--- src/rtl/exc_pkg.sv ---
package exc_pkg;
  localparam int DATA_W   = 32;
  localparam int CODE_W   = 4;
  localparam int CODE_LSB = 2;
  localparam int MASK_LSB = 8;
  localparam int MASK_W   = 8;
  localparam int NUM_IRQ  = 6;
  localparam int PEND_LSB = 10;
  localparam int STACK_W  = 6;
  localparam int SEL_W    = 2;

  localparam logic [CODE_W-1:0] CODE_ADDR_LOAD  = 4'd4;
  localparam logic [CODE_W-1:0] CODE_ADDR_STORE = 4'd5;

  typedef enum logic [SEL_W-1:0] {
    SEL_STATUS = 2'd0,
    SEL_CAUSE  = 2'd1,
    SEL_EPC    = 2'd2,
    SEL_BAD    = 2'd3
  } regSel_e;

  typedef struct packed {
    logic enter;
    logic pop;
    logic ldStatus;
    logic ldEpc;
    logic ldBad;
    logic capBad;
  } ctlStrobes_t;
endpackage

--- src/rtl/exc_ctrl.sv ---
module exc_ctrl
  import exc_pkg::*;
(
  input  logic              excReq,
  input  logic [CODE_W-1:0] excCode,
  input  logic              rfeStrobe,
  input  logic              swWe,
  input  logic [SEL_W-1:0]  swSel,
  output ctlStrobes_t       strobes
);
  logic isAddrErr;

  always_comb begin
    isAddrErr = (excCode == CODE_ADDR_LOAD) || (excCode == CODE_ADDR_STORE);
    strobes.enter    = excReq;
    strobes.pop      = rfeStrobe && !excReq;
    strobes.ldStatus = swWe && !excReq && !rfeStrobe && (swSel == SEL_STATUS);
    strobes.ldEpc    = swWe && !excReq && (swSel == SEL_EPC);
    strobes.ldBad    = swWe && !excReq && (swSel == SEL_BAD);
    strobes.capBad   = excReq && isAddrErr;
  end
endmodule

--- src/rtl/exc_dp.sv ---
module exc_dp
  import exc_pkg::*;
#(
  parameter int W    = DATA_W,
  parameter int NIRQ = NUM_IRQ
) (
  input  logic              clk,
  input  logic              rstN,
  input  ctlStrobes_t       strobes,
  input  logic [CODE_W-1:0] excCode,
  input  logic [W-1:0]      excPc,
  input  logic [W-1:0]      excAddr,
  input  logic [NIRQ-1:0]   hwIrq,
  input  logic [NIRQ-1:0]   pendAck,
  input  logic [SEL_W-1:0]  swSel,
  input  logic [W-1:0]      swWdata,
  output logic [W-1:0]      swRdata,
  output logic [W-1:0]      statusOut,
  output logic [W-1:0]      causeOut,
  output logic [W-1:0]      epcOut,
  output logic [W-1:0]      badAddrOut,
  output logic              irqReq
);
  localparam int PAIR_W = 2;

  logic [MASK_W-1:0]  maskQ;
  logic [STACK_W-1:0] stackQ;
  logic [CODE_W-1:0]  codeQ;
  logic [NIRQ-1:0]    pendQ;
  logic [W-1:0]       epcQ;
  logic [W-1:0]       badQ;
  logic [NIRQ-1:0]    maskForPend;

  // mode/enable stack and mask
  always_ff @(posedge clk) begin
    if (!rstN) begin
      maskQ  <= '0;
      stackQ <= '0;
    end else if (strobes.enter) begin
      stackQ <= {stackQ[STACK_W-PAIR_W-1:0], {PAIR_W{1'b0}}};
    end else if (strobes.pop) begin
      stackQ[STACK_W-PAIR_W-1:0] <= stackQ[STACK_W-1:PAIR_W];
    end else if (strobes.ldStatus) begin
      maskQ  <= swWdata[MASK_LSB +: MASK_W];
      stackQ <= swWdata[STACK_W-1:0];
    end
  end

  always_ff @(posedge clk) begin
    if (!rstN)              codeQ <= '0;
    else if (strobes.enter) codeQ <= excCode;
  end

  // sticky pending bits, one per level
  for (genvar i = 0; i < NIRQ; i++) begin : g_pend
    always_ff @(posedge clk) begin
      if (!rstN)         pendQ[i] <= 1'b0;
      else if (hwIrq[i]) pendQ[i] <= 1'b1;
      else if (pendAck[i]) pendQ[i] <= 1'b0;
    end
    assign maskForPend[i] = maskQ[PEND_LSB - MASK_LSB + i];
  end

  always_ff @(posedge clk) begin
    if (!rstN)              epcQ <= '0;
    else if (strobes.enter) epcQ <= excPc;
    else if (strobes.ldEpc) epcQ <= swWdata;
  end

  always_ff @(posedge clk) begin
    if (!rstN)               badQ <= '0;
    else if (strobes.capBad) badQ <= excAddr;
    else if (strobes.ldBad)  badQ <= swWdata;
  end

  always_comb begin
    statusOut = '0;
    statusOut[MASK_LSB +: MASK_W] = maskQ;
    statusOut[STACK_W-1:0]        = stackQ;
    causeOut = '0;
    causeOut[PEND_LSB +: NIRQ]    = pendQ;
    causeOut[CODE_LSB +: CODE_W]  = codeQ;
    epcOut     = epcQ;
    badAddrOut = badQ;
    irqReq     = stackQ[0] && |(pendQ & maskForPend);
    unique case (swSel)
      SEL_STATUS: swRdata = statusOut;
      SEL_CAUSE:  swRdata = causeOut;
      SEL_EPC:    swRdata = epcQ;
      default:    swRdata = badQ;
    endcase
  end
endmodule

--- src/rtl/exc_state_regs.sv ---
module exc_state_regs
  import exc_pkg::*;
(
  input  logic              clk,
  input  logic              rstN,
  input  logic              excReq,
  input  logic [CODE_W-1:0] excCode,
  input  logic [DATA_W-1:0] excPc,
  input  logic [DATA_W-1:0] excAddr,
  input  logic              rfeStrobe,
  input  logic [NUM_IRQ-1:0] hwIrq,
  input  logic [NUM_IRQ-1:0] pendAck,
  input  logic              swWe,
  input  logic [SEL_W-1:0]  swSel,
  input  logic [DATA_W-1:0] swWdata,
  output logic [DATA_W-1:0] swRdata,
  output logic [DATA_W-1:0] statusOut,
  output logic [DATA_W-1:0] causeOut,
  output logic [DATA_W-1:0] epcOut,
  output logic [DATA_W-1:0] badAddrOut,
  output logic              irqReq
);
  ctlStrobes_t strobes;

  exc_ctrl u_ctrl (
    .excReq(excReq), .excCode(excCode), .rfeStrobe(rfeStrobe),
    .swWe(swWe), .swSel(swSel), .strobes(strobes)
  );

  exc_dp #(.W(DATA_W), .NIRQ(NUM_IRQ)) u_dp (
    .clk(clk), .rstN(rstN), .strobes(strobes), .excCode(excCode),
    .excPc(excPc), .excAddr(excAddr), .hwIrq(hwIrq), .pendAck(pendAck),
    .swSel(swSel), .swWdata(swWdata), .swRdata(swRdata),
    .statusOut(statusOut), .causeOut(causeOut), .epcOut(epcOut),
    .badAddrOut(badAddrOut), .irqReq(irqReq)
  );
endmodule

--- config.mk ---
export PLATFORM = sky130hd
export DESIGN_NAME = exc_state_regs
export DESIGN_NICKNAME = d
export VERILOG_FILES = /design/src/rtl/exc_pkg.sv /design/src/rtl/exc_ctrl.sv /design/src/rtl/exc_dp.sv /design/src/rtl/exc_state_regs.sv
export SDC_FILE = /design/constraint.sdc
export NUM_CORES = 1
export LEC_CHECK = 0
export BUFFER_PORTS_ARGS = -buffer_cell sky130_fd_sc_hd__buf_2
export CORE_ASPECT_RATIO = 1.2
export CORE_MARGIN = 2
export CORE_UTILIZATION = 45
export DETAILED_ROUTE_END_ITERATION = 12
export GPL_TIMING_DRIVEN = 1
export PLACE_DENSITY = 0.81
export REMOVE_ABC_BUFFERS = 1
export SLEW_MARGIN = 20
export SYNTH_ARGS = -nofsm -noshare
export SYNTH_HDL_FRONTEND = slang
export SYNTH_HIERARCHICAL = 1
export SYNTH_SLANG_ARGS = --single-unit
--- constraint.sdc ---
create_clock -name clk -period 1.9 [get_ports clk]
set_input_delay 0.38 -clock clk [delete_from_list [all_inputs] [get_ports clk]]
set_output_delay 0.38 -clock clk [all_outputs]
set_load 0.01 [all_outputs]
==> metrics.txt <==
status finished clean; synthesized instance count 557; Worst-Margin Slew 0.527 ns; CTS-repair resized insts 0; WL/cell 15.2 µm; sequential cell area 0.00176 mm²; DIE WIDTH 101 µm; top cell type by total area after synthesis dfxtp_1; routed wire length 14.0 mm; CTS Sinks 88; Seq/Total Area, Yosys 34.5%; Filler Cell Count 993; first-pass GRT wire length 21.3 mm; I/O pins 280; synthesized area 0.00510 mm²; min-delay worst type in2reg; worst-path maximum fanout 15; Die Span Y 121 µm; Clock Pin Slew Worst Setup and Hold Paths 0.07 ns; top post-synthesis cells by area dfxtp_1 35%, mux2i_1 19%, and2_1 7.8%; setup_tns 0 ns; synthesized flop and latch total 88; CTS root buffer clkbuf_16; syn avg cell area 9.16 µm²; Multi-input gate area 0.00295 mm²; via count 4614; Setup WS post-layout 0.0777 ns; Initial Utilization 46.3%; CTS buffer count 9; Leakage 3.14 nW; WHS 0.249 ns; total power draw 4.68 mW; final period utilization 95.9%; RSZ-0062 raised after global routing no; Peak supply drop 0.406 mV; Fin. Hold Viols 0; number of distinct library cells after synthesis 31; nets 904; port bufs 239; skew final 0.00187 ns; worst-skew pair later-pin latency 0.33 ns; synthesis warning total 6; critical path startpoint category input port; met1 usage 26.6%; Required @ worst endpoint 1.52 ns; Layout area overhead 30.2%; pwr/cell area 704 mW/mm²; H-tree depth 3; dpl ws 0.0759 ns; core area 0.0110 mm²; number of detailed-route iterations in the first pass 4; Setup-failing EPs final 0; gr busiest metal met2; met3 usage 3.99%; Final Max Slew Viols 0; grt met2 use 39.1%; Die ar. 0.0122 mm²; row count 42; postcts setup bufs 0; Fmax 549 MHz; Routed Antenna Nets 0; Final Cell Area 0.00665 mm²; CTS Buffer Depth 2; Overall Global Routing Usage 22.2%; max-cap violations 0; initial drt markers 166; top cell type's share of synthesized area 34.5%; CTS tree built; worst rel slew slack 64.9%; minimum clock period 1.82 ns; antenna violations before repair 2; GP Congestion 0.795; DRC violations left 0; CP arrival 1.44 ns; Congestion Overflow GR 0; vias per cell 5.00; Post-CTS Hold Buffers 0; Crit Path Category in2out; critical path capture point type output pin; vias in the first global route 4231; largest net degree at the start of global routing 63; fraction of layout cells with a size suffix above 1 38.1%; post-DP HPWL 10.5 mm; area post-placement 0.00632 mm²
[layer usage]
layer	vias up	wire, µm
met5	-	13
met4	2	264
li1	2267	-
met2	197	7120
met1	2129	5680
met3	19	933
[cells in the final DEF (no fill, tap or decap), drive strengths merged, types with 3 or more instances in the layout]
master / instances
clkbuf: 11
mux4: 10
buf: 261
a22oi: 3
o21ai: 66
a22o: 4
mux2: 6
nor2: 4
mux2i: 98
conb: 40
o21a: 6
and2b: 3
nor2b: 38
nand2: 66
dfxtp: 88
and2: 64
[synth_stat cells]
cell and number:
mux2_4 3, a21oi_1 2, nor4bb_1 1, clkbuf_1 12, nor2_1 4, buf_4 43
a31oi_1 1, nand2_1 66, or2b_1 1, nand2b_4 1, mux2_2 3, mux2i_1 98
nor4_2 1, nor2b_1 38, and2b_2 3, conb_1 1, nand3_1 2, dfxtp_1 88
buf_1 7, o31ai_1 2, inv_1 2, a22o_1 4, mux4_2 10, and2_1 64
nor3b_2 2, a211oi_1 2, buf_6 10, o21a_1 6, buf_2 11, a22oi_1 3
o21ai_0 66
[final timing paths]
check,to,slack (ns),startpoint,cells after the start
max,swRdata[15],0.08,swSel[0],4
min,u_dp/causeOut[12],0.25,hwIrq[2],2
max reg2reg,u_dp/stackQ[3],0.92,u_dp/stackQ[3],3
min reg2reg,u_dp/stackQ[3],0.54,u_dp/stackQ[1],2
[critical path, cell delays in order]
cell	delay (ns)
buf_2	0.20
buf_12	0.20
mux4_2	0.50
buf_2	0.15
[state kept, by name, summed over array words and instances, names as in the netlist]
name / flops
u_dp/epcOut: 32
u_dp/causeOut: 6
u_dp/maskQ: 8
u_dp/stackQ: 6
u_dp/badAddrOut: 32
u_dp/codeQ: 4
[stage by stage]
step	util (%)	std cells
after floorplan	-	513
after global placement	57.3	906
after detailed placement	57.3	906
after CTS	60.2	922
after global routing	60.2	923
final	60.2	923
[area by class of cell]
type / count / area share [%]
sequential: 88 / 26.5
antenna: 1 / 0.0377
tap: 132 / 2.49
clock inverter: 5 / 1.21
timing repair buffer: 261 / 21.6
inverter: 2 / 0.113
multi-input combinational: 423 / 44.4
clock buffer: 11 / 3.65
[where the power goes]
part           switching (mW)  leakage (nW)  total (mW)  internal [mW]
Clock                   0.713         0.152        1.90           1.19
Combinational           0.397          2.26       0.777          0.380
Sequential             0.0723         0.721        2.00           1.93
Total                    1.18          3.14        4.68           3.50
[cell families after synthesis]
family | after synthesis | share of synthesized area (%)
buffers and inverters | 85 | 11.2
flip-flops | 88 | 34.5
AND/OR/NAND/NOR | 183 | 19.7
multiplexers | 114 | 25.2
other | 1 | 0.0735
AO/OA/AOI/OAI | 86 | 9.39
Note: power is estimated with default switching activity, not from simulation.
